File: src/rtl/dptr_pkg.sv
// Package: shared types for the banked data pointer block.
// Assumes: nothing beyond the standard language.
package dptr_pkg;

    // Which of the block's SFR locations the current address decodes to.
    typedef enum logic [1:0] {
        ACC_NONE = 2'd0,
        ACC_SEL  = 2'd1,
        ACC_HI   = 2'd2,
        ACC_LO   = 2'd3
    } sfr_acc_e;

endpackage

File: src/rtl/dptr_sfr_decode.sv
// Module: dptr_sfr_decode
// Decodes an SFR address into one of the three locations this block owns,
// or ACC_NONE when the address belongs elsewhere.
// Assumes: the three addresses are distinct.
module dptr_sfr_decode
    import dptr_pkg::*;
#(
    parameter int unsigned         ADDR_W   = 8,
    parameter logic [ADDR_W-1:0]   SEL_ADDR = 8'h40,
    parameter logic [ADDR_W-1:0]   HI_ADDR  = 8'h41,
    parameter logic [ADDR_W-1:0]   LO_ADDR  = 8'h42
) (
    input  logic [ADDR_W-1:0] addr,
    output sfr_acc_e          acc
);

    // Compare the address against each owned location.
    always_comb begin
        if (addr == SEL_ADDR)     acc = ACC_SEL;
        else if (addr == HI_ADDR) acc = ACC_HI;
        else if (addr == LO_ADDR) acc = ACC_LO;
        else                      acc = ACC_NONE;
    end

endmodule

File: src/rtl/dptr_sel_reg.sv
// Module: dptr_sel_reg
// Holds the select field that picks the active pointer. Only the low
// SEL_W bits of a write are kept; the rest are ignored.
// Assumes: SEL_W <= DATA_W.
module dptr_sel_reg #(
    parameter int unsigned DATA_W = 8,
    parameter int unsigned SEL_W  = 3
) (
    input  logic              clk,
    input  logic              rst_n,
    input  logic              wr_en,
    input  logic [DATA_W-1:0] wdata,
    output logic [SEL_W-1:0]  sel_q
);

    // Register the select field; synchronous active-low reset to entry 0.
    always_ff @(posedge clk) begin
        if (!rst_n)     sel_q <= '0;
        else if (wr_en) sel_q <= wdata[SEL_W-1:0];
    end

endmodule

File: src/rtl/dptr_entry.sv
// Module: dptr_entry
// One pointer of the bank. It changes only while active. Priority:
// load, then high-byte write, then low-byte write, then increment.
// Assumes: the high-byte and low-byte writes are never both set.
module dptr_entry #(
    parameter int unsigned DATA_W = 8,
    localparam int unsigned PTR_W = 2 * DATA_W
) (
    input  logic              clk,
    input  logic              rst_n,
    input  logic              active,
    input  logic              ld_en,
    input  logic [PTR_W-1:0]  ld_value,
    input  logic              wr_hi,
    input  logic              wr_lo,
    input  logic [DATA_W-1:0] wdata,
    input  logic              inc_en,
    output logic [PTR_W-1:0]  value_q
);

    // Update the pointer from the winning operation when this entry is active.
    always_ff @(posedge clk) begin
        if (!rst_n) begin
            value_q <= '0;
        end else if (active) begin
            if (ld_en)       value_q <= ld_value;
            else if (wr_hi)  value_q[PTR_W-1:DATA_W] <= wdata;
            else if (wr_lo)  value_q[DATA_W-1:0] <= wdata;
            else if (inc_en) value_q <= value_q + PTR_W'(1);
        end
    end

endmodule

File: src/rtl/dptr_read_mux.sv
// Module: dptr_read_mux
// Forms the SFR read data from the decoded location: the zero-extended
// select field, or one byte of the active pointer, or zero.
// Assumes: SEL_W <= DATA_W.
module dptr_read_mux
    import dptr_pkg::*;
#(
    parameter int unsigned DATA_W = 8,
    parameter int unsigned SEL_W  = 3,
    localparam int unsigned PTR_W = 2 * DATA_W
) (
    input  sfr_acc_e          acc,
    input  logic [SEL_W-1:0]  sel_q,
    input  logic [PTR_W-1:0]  ptr,
    output logic [DATA_W-1:0] rdata
);

    // Steer the addressed field onto the read bus.
    always_comb begin
        rdata = '0;
        unique case (acc)
            ACC_SEL:  rdata[SEL_W-1:0] = sel_q;
            ACC_HI:   rdata = ptr[PTR_W-1:DATA_W];
            ACC_LO:   rdata = ptr[DATA_W-1:0];
            default:  rdata = '0;
        endcase
    end

endmodule

File: src/rtl/banked_dptr.sv
// Module: banked_dptr (top)
// A bank of NUM_PTRS pointers seen as one data pointer. The select
// register picks the active entry. SFR byte access, load and increment
// touch only that entry, and the address output follows it.
// Assumes: NUM_PTRS is a power of two and SEL_W <= DATA_W.
module banked_dptr
    import dptr_pkg::*;
#(
    parameter int unsigned       NUM_PTRS = 8,
    parameter int unsigned       DATA_W   = 8,
    parameter int unsigned       ADDR_W   = 8,
    parameter logic [ADDR_W-1:0] SEL_ADDR = 8'h40,
    parameter logic [ADDR_W-1:0] HI_ADDR  = 8'h41,
    parameter logic [ADDR_W-1:0] LO_ADDR  = 8'h42,
    localparam int unsigned      PTR_W    = 2 * DATA_W,
    localparam int unsigned      SEL_W    = $clog2(NUM_PTRS)
) (
    input  logic              clk,
    input  logic              rst_n,
    input  logic [ADDR_W-1:0] sfr_addr,
    input  logic              sfr_we,
    input  logic [DATA_W-1:0] sfr_wdata,
    output logic [DATA_W-1:0] sfr_rdata,
    input  logic              ld_en,
    input  logic [PTR_W-1:0]  ld_value,
    input  logic              inc_en,
    output logic [PTR_W-1:0]  xaddr
);

    sfr_acc_e         acc;
    logic [SEL_W-1:0] sel_q;
    logic             wr_sel;
    logic             wr_hi;
    logic             wr_lo;
    logic [PTR_W-1:0] ptr_q [NUM_PTRS];

    dptr_sfr_decode #(
        .ADDR_W   (ADDR_W),
        .SEL_ADDR (SEL_ADDR),
        .HI_ADDR  (HI_ADDR),
        .LO_ADDR  (LO_ADDR)
    ) dec_i (
        .addr (sfr_addr),
        .acc  (acc)
    );

    // Turn the decoded location and the write strobe into per-field writes.
    always_comb begin
        wr_sel = sfr_we && (acc == ACC_SEL);
        wr_hi  = sfr_we && (acc == ACC_HI);
        wr_lo  = sfr_we && (acc == ACC_LO);
    end

    dptr_sel_reg #(
        .DATA_W (DATA_W),
        .SEL_W  (SEL_W)
    ) sel_i (
        .clk   (clk),
        .rst_n (rst_n),
        .wr_en (wr_sel),
        .wdata (sfr_wdata),
        .sel_q (sel_q)
    );

    for (genvar g = 0; g < NUM_PTRS; g++) begin : g_entry
        dptr_entry #(
            .DATA_W (DATA_W)
        ) entry_i (
            .clk      (clk),
            .rst_n    (rst_n),
            .active   (sel_q == SEL_W'(g)),
            .ld_en    (ld_en),
            .ld_value (ld_value),
            .wr_hi    (wr_hi),
            .wr_lo    (wr_lo),
            .wdata    (sfr_wdata),
            .inc_en   (inc_en),
            .value_q  (ptr_q[g])
        );
    end

    // Present the selected entry as the external address.
    always_comb xaddr = ptr_q[sel_q];

    dptr_read_mux #(
        .DATA_W (DATA_W),
        .SEL_W  (SEL_W)
    ) rmux_i (
        .acc   (acc),
        .sel_q (sel_q),
        .ptr   (xaddr),
        .rdata (sfr_rdata)
    );

endmodule

File: config.mk
export PLATFORM = sky130hd
export DESIGN_NAME = banked_dptr
export DESIGN_NICKNAME = d
export VERILOG_FILES = /design/src/rtl/dptr_pkg.sv /design/src/rtl/dptr_sfr_decode.sv /design/src/rtl/dptr_sel_reg.sv /design/src/rtl/dptr_entry.sv /design/src/rtl/dptr_read_mux.sv /design/src/rtl/banked_dptr.sv
export SDC_FILE = /design/constraint.sdc
export NUM_CORES = 1
export LEC_CHECK = 0
export ABC_AREA = 1
export BUFFER_PORTS_ARGS = -buffer_cell sky130_fd_sc_hd__buf_4
export CORE_ASPECT_RATIO = 1.4
export CORE_MARGIN = 4
export CORE_UTILIZATION = 30
export DETAILED_ROUTE_END_ITERATION = 7
export GPL_TIMING_DRIVEN = 1
export SYNTH_ARGS = -nofsm -noshare
export SYNTH_HDL_FRONTEND = slang
export SYNTH_HIERARCHICAL = 1
export SYNTH_SLANG_ARGS = --single-unit
File: constraint.sdc
create_clock -name clk -period 6.65 [get_ports clk]
set_input_delay 1.33 -clock clk [delete_from_list [all_inputs] [get_ports clk]]
set_output_delay 1.33 -clock clk [all_outputs]
set_load 0.05 [all_outputs]
---- Word-level counts from Yosys, hierarchy flattened ----
Cells that the tools add are included.
word-level totals
  register bits ........................... 131
  input port bits ......................... 37
operators by class
  add/sub/neg operators ................... 8
  $lt $le $gt $ge ......................... 1
  equal/unequal tests ..................... 15
  muxes and demuxes ....................... 56
  bitwise gates (word level) .............. 1
  reduce and logical (&&, ||, !) cells .... 22
operators with widths
  cell                                                                      number
  16-bit two-way mux                                                        18
  8-bit two-way mux                                                         32
  16-bit by 1-bit adder with 16-bit output (second input constant)          8
  16-bit binary-select mux with 3-bit select                                1
  3-bit AND reduction                                                       16
  8-bit by 7-bit == test with 1-bit output (second input constant)          3
  3-bit == test (second input constant)                                     4
  5-bit one-hot mux with 2 select lines                                     1
  3-bit one-hot mux with 3 select lines                                     1
  3-bit by 2-bit == test with 1-bit output (second input constant)          2
  2-bit two-way mux                                                         3
  3-bit nonzero test                                                        2
  2-bit == test (second input constant)                                     2
  4-bit >= comparator (second input constant)                               1
  3-bit NOT with 4-bit output                                               1
  3-bit by 1-bit == test with 1-bit output (second input constant)          1
  1-bit logical AND                                                         3
  3-bit zero test                                                           1
  3-bit by 2-bit inequality test with 1-bit output (second input constant)  1
  2-bit by 1-bit == test with 1-bit output (second input constant)          1
  2-bit inequality test (second input constant)                             1

---- Longest topological paths before layout ----
  depth after elaboration ................. 9
  depth in mapped cells ................... 14

---- By module ----
The synthesis kept the hierarchy.
modules (own cells, without submodules)
  module           times used  cells each  area an instance (µm²)  seq. area each (µm²)
  dptr_entry       8           206         1241.2                  320.3
  banked_dptr      1           382         1515.2                  0.0
  dptr_read_mux    1           34          178.9                   0.0
  dptr_sel_reg     1           18          116.4                   60.1
  dptr_sfr_decode  1           8           36.3                    0.0

---- Worst setup path after synthesis ----
OpenSTA, ideal clock, no wires.
  path kind ............................... input port to flip-flop
  start ................................... input sfr_addr[3]
  end ..................................... register g_entry[0].entry_i.value_q[10]
  library setup time ...................... 0.070 ns
  arrival time ............................ 4.157 ns
  required time ........................... 6.580 ns
  path slack .............................. 2.423 ns
  stages on the path ...................... 11
  buffers on the path ..................... 0
  cell sequence ........................... nor2_1 > nand3_1 > nor2_1 > inv_1 > nor3_1 > nor2_2 > nand2_1 > nand2_2 > inv_1 > o21ai_0 > a21oi_1
between the ends
  word-level cells in the longest chain between the ends .. 8
  elaborated cells between the ends (all ways) .. 15
  those cells by class .................... 6 x eq/ne; 5 x mux; 4 x reduce/logical
RTL lines
  item                                                                                      line                   source
  from (decl)                                                                               banked_dptr.sv:20      input logic [ADDR_W-1:0] sfr_addr,
  8-bit by 7-bit == test with 1-bit output                                                  dptr_sfr_decode.sv:21  else if (addr == LO_ADDR) acc = ACC_LO;
  2-bit two-way mux                                                                         dptr_sfr_decode.sv:21
  2-bit two-way mux                                                                         dptr_sfr_decode.sv:20  else if (addr == HI_ADDR) acc = ACC_HI;
  2-bit two-way mux (*)                                                                     dptr_sfr_decode.sv:19  if (addr == SEL_ADDR) acc = ACC_SEL;
  via acc[1]                                                                                banked_dptr.sv:30      sfr_acc_e acc;
  2-bit == test (*)                                                                         banked_dptr.sv:50      wr_hi = sfr_we && (acc == ACC_HI);
  1-bit logical AND (*)                                                                     banked_dptr.sv:50
  via wr_hi                                                                                 banked_dptr.sv:33      logic wr_hi;
  3-bit by 2-bit inequality test with 1-bit output (no line), or another cell as far along  -
  3-bit AND reduction (no line) / 16-bit two-way mux (equally long branches)                -
  to (signal, indexed assignment)                                                           dptr_entry.sv:27       else if (wr_hi) value_q[PTR_W-1:DATA_W] <= wdata;
  to (signal, indexed assignment)                                                           dptr_entry.sv:28       else if (wr_lo) value_q[DATA_W-1:0] <= wdata;
  to (signal assigned)                                                                      dptr_entry.sv:29       else if (inc_en) value_q <= value_q + PTR_W'(1);
  to (decl)                                                                                 dptr_entry.sv:18       output logic [PTR_W-1:0] value_q
Mark *: on every way through the listed nets, which the timed path passes. The rest lies on a longest branch.
A chain may end at the register's enable or synchronous reset.

---- Worst setup path after layout ----
  start ................................... input sfr_addr[5]
  end ..................................... output sfr_rdata[0]
between the ends
  word-level cells in the longest chain between the ends .. 6
  elaborated cells between the ends (all ways) .. 10
  those cells by class .................... 6 x eq/ne; 4 x mux
RTL lines
  item                                                                              line                   source
  8-bit by 7-bit == test with 1-bit output                                          dptr_sfr_decode.sv:21
  2-bit two-way mux                                                                 dptr_sfr_decode.sv:21
  2-bit two-way mux                                                                 dptr_sfr_decode.sv:20
  2-bit two-way mux (*)                                                             dptr_sfr_decode.sv:19
  via acc[0]                                                                        banked_dptr.sv:30
  2-bit == test / 2-bit by 1-bit == test with 1-bit output (equally long branches)  dptr_read_mux.sv:21    unique case (acc)
  3-bit one-hot mux with 3 select lines (*)                                         dptr_read_mux.sv:21
  to (decl)                                                                         banked_dptr.sv:23      output logic [DATA_W-1:0] sfr_rdata,
Marked as above.

==> reports/qor.txt <==
STATUS
--------------------------------------------------------------------------------
Outcome ........................................................... finished clean

PWR
--------------------------------------------------------------------------------
Power Internal ....................................................      1414 uW
Fraction of power consumed by the clock network ...................        0.455
Static Leakage ....................................................  0.005381 uW
Net switching power ...............................................     596.4 uW
Total power divided by cell area .................................. 152.6 nW/um^2
Register share of total power .....................................        0.402
Sw Share ..........................................................       0.2966
Worst-case vdd ir drop ............................................    0.1762 mV
Relative contribution of combinational cells to total power .......        0.143

STA
--------------------------------------------------------------------------------
Unrepaired setup endpoints after global routing ...................           no
Worst Max-Slew Pin Slew ...........................................     1.149 ns
Max Freq ..........................................................   0.2210 GHz
Remaining max-slew budget at the tightest pin .....................       0.2311
Final period util .................................................       0.6803
Shortest period the worst path allows .............................     4.524 ns
Post-Route Skew ...................................................  0.008395 ns
Number of failing hold endpoints at the final stage ...............            0
# setup viols final ...............................................            0
Setup TNS .........................................................         0 ns
Final Max Slew Viols ..............................................            0

CTS
--------------------------------------------------------------------------------
Worst-path clk slew ...............................................      0.06 ns
Clk root buf ...................................................... sky130_fd_sc_hd__clkbuf_16
CTS Sinks .........................................................          131
Clock tree from TritonCTS .........................................        built
Number of buffers inserted to repair setup after CTS ..............            0
H-tree Lvls .......................................................            4
Post-cts sizing count .............................................            0
Hold bufs inserted after CTS ......................................            0
Inserted Clock Buffers ............................................           17
Buffer levels on the longest clock path ...........................            2
Clock latency reported for the late side of the worst-skew pair ...      0.46 ns

SYNTHESIS
--------------------------------------------------------------------------------
Part of the Yosys area used for sequential elements ...............       0.2227
Number of cells produced by synthesis .............................         2090
Commonest cells in the netlist .................................... sky130_fd_sc_hd__nand2_1, sky130_fd_sc_hd__nor2_1, sky130_fd_sc_hd__a21oi_1
Register bit count reported by yosys ..............................          131
Synth warnings ....................................................            6
Area fraction of the dominant cell type after synthesis ...........       0.2553
Share of synthesized registers carrying an async set or reset .....            0
Number of flops mapped to enable cells by yosys ...................            0
Synth Cell Area ...................................................   11780 um^2
Cell type with the largest total area after synthesis ............. sky130_fd_sc_hd__nand2_1
Most used standard cell by instance count after synthesis ......... sky130_fd_sc_hd__nand2_1
Post-synthesis net count ..........................................         2135
Prevailing post-synth register cell ............................... sky130_fd_sc_hd__dfxtp_1
Largest cells by area after synthesis ............................. sky130_fd_sc_hd__nand2_1, sky130_fd_sc_hd__dfxtp_1, sky130_fd_sc_hd__nor2_1
Yosys cell types ..................................................           28
Average cell area after synthesis .................................   5.635 um^2

PLACEMENT
--------------------------------------------------------------------------------
Last weighted congestion value of the routability-driven placer ...       0.9452
Post-Place Cell Area ..............................................   12620 um^2
Number of buffers inserted by port buffering ......................           60
Total instance count after detailed placement .....................         2621
Final HPWL DP .....................................................     34040 um

JOB
--------------------------------------------------------------------------------
Max-cap violations ................................................            0

GLOBAL ROUTING
--------------------------------------------------------------------------------
GRT Resource Usage Total ..........................................       0.2253
GR Overflow Total .................................................            0
First-pass GRT wire length ........................................     74710 um
Pin count of the biggest net entering global routing ..............           89
Number of global-route vias before repair .........................       13.13k
Number of antenna violations at the first check in global routing .            0

LAYOUT
--------------------------------------------------------------------------------
Area Overhead vs Synth ............................................       11.87%
Fraction of layout instances using a drive strength above 1 .......      0.09061
Nets@finish .......................................................         2163
Total inserted antenna cells ......................................            0
Final instance count without filler cells .........................         2652
Final Instance Area ...............................................   13170 um^2

WORST HOLD PATH
--------------------------------------------------------------------------------
Worst hold-check path type ........................................ register to register

ROUTING
--------------------------------------------------------------------------------
Routed via count divided by cell count ............................        5.342
Post-route DRC ....................................................            0
Number of DRC violations after detailed-routing iteration 0 .......         1394
Number of detailed-routing iterations run before antenna repair ...            6
DRT antenna net count .............................................            0
WL per Instance ...................................................     18.52 um
Final routed wirelength across all metal layers ...................     49120 um
Via count of the routed design ....................................       14.17k

WORST SETUP PATH
--------------------------------------------------------------------------------
Type of destination of the critical path .......................... primary output
WP data arrival ...................................................      3.19 ns
Startpoint Class .................................................. primary input
Category of the critical setup timing path ........................ primary input to primary output
Critical Path RT ..................................................      5.32 ns
Biggest fanout along the worst timing path ........................           11

FLOORPLANNING
--------------------------------------------------------------------------------
Die width .........................................................     175.4 um
Die Y .............................................................     242.4 um
Rows ..............................................................           85
Core Box Area .....................................................   38610 um^2
Count of pins on the block boundary ...............................           61
Initial core utilization ..........................................       0.3050
Die outline area ..................................................   42530 um^2

## kinds of logic (layout without fill, tap and decap cells)
kind of cell,Yosys count,count (layout),synth area share
buf+inv,216,256,0.07947
xor+xnor,25,25,0.01859
simple gates,1326,1326,0.4761
flops,131,131,0.2227
fa+ha+maj,8,8,0.008500
compound gates,384,384,0.1946
## worst max-delay path: stages
cell and delay, ns:
sky130_fd_sc_hd__buf_4 0.11, sky130_fd_sc_hd__nor2_1 0.10, sky130_fd_sc_hd__nand3_1 0.10, sky130_fd_sc_hd__nor2_1 0.87
sky130_fd_sc_hd__nand3_1 0.21, sky130_fd_sc_hd__nand3_1 0.24, sky130_fd_sc_hd__buf_4 0.23
## power by group through the flow
stage	Combinational, uW	Clock [uW]	Sequential (uW)
6_report	288	914	808
4_1_cts	282	931	807
3_3_place_gp	279	0	824
3_5_place_dp	281	0	825
2_1_floorplan	149	0	820
5_1_grt	307	958	809
## per-layer routing
layer / share of wire / global-route usage / up-vias
li1: - / - / 6878
met1: 0.38 / 0.2600 / 6520
met2: 0.47 / 0.3746 / 579
met3: 0.073 / 0.04355 / 191
met4: 0.075 / 0.1540 / 0
met5: 0 / 0 / -
## final cells by class
class | instances | area [um^2]
clock buffers | 28 | 536.8
clock inverters | 3 | 17.52
well taps | 522 | 653.1
flip-flops and latches | 131 | 2624
fillers | 4271 | 25430
repair buffers | 68 | 523.0
multi-input cells | 1743 | 8228
inverters | 157 | 591.8
## flip-flops by register name, indices dropped and copies added (netlist names)
register                 count
g_entry.entry_i/value_q    128
sel_i/sel_q                  3
## final timing paths
kind | from | endpoint | slack, ns | depth (start not counted)
worst min-delay path | g_entry[0].entry_i/value_q[5] | g_entry[0].entry_i/value_q[5] | 0.54 | 2
worst min register to register | g_entry[0].entry_i/value_q[5] | g_entry[0].entry_i/value_q[5] | 0.54 | 2
worst max register to register | sel_i/sel_q[0] | g_entry[2].entry_i/value_q[1] | 4.01 | 7
worst max-delay path | sfr_addr[5] | sfr_rdata[0] | 2.13 | 7
## cells in the final DEF, fill, tap and decap left out, drive strengths merged
cell        n
nor3        3
dfxtp     131
o211ai     24
clkbuf     28
xor2        8
a211oi      8
o21ai     104
inv       157
nand2     834
clkinvlp    1
nor2      300
ha          8
xnor2      17
buf        68
clkinv      2
nand4      40
a22o       56
nand3     149
a21oi     160
o21bai     32
## through the flow
step,util,hold WS (ns),total power (uW),setup slack [ns]
after detailed placement,0.3269,0.5263,1105,2.089
final,0.3412,0.5408,2011,2.126
after CTS,0.3412,0.5371,2020,2.135
after global placement,0.3269,0.5237,1104,2.088
after global routing,0.3412,0.5564,2073,1.966
after floorplan,-,0.4601,968.8,2.423
No activity file was read; power rests on OpenSTA's default activity.
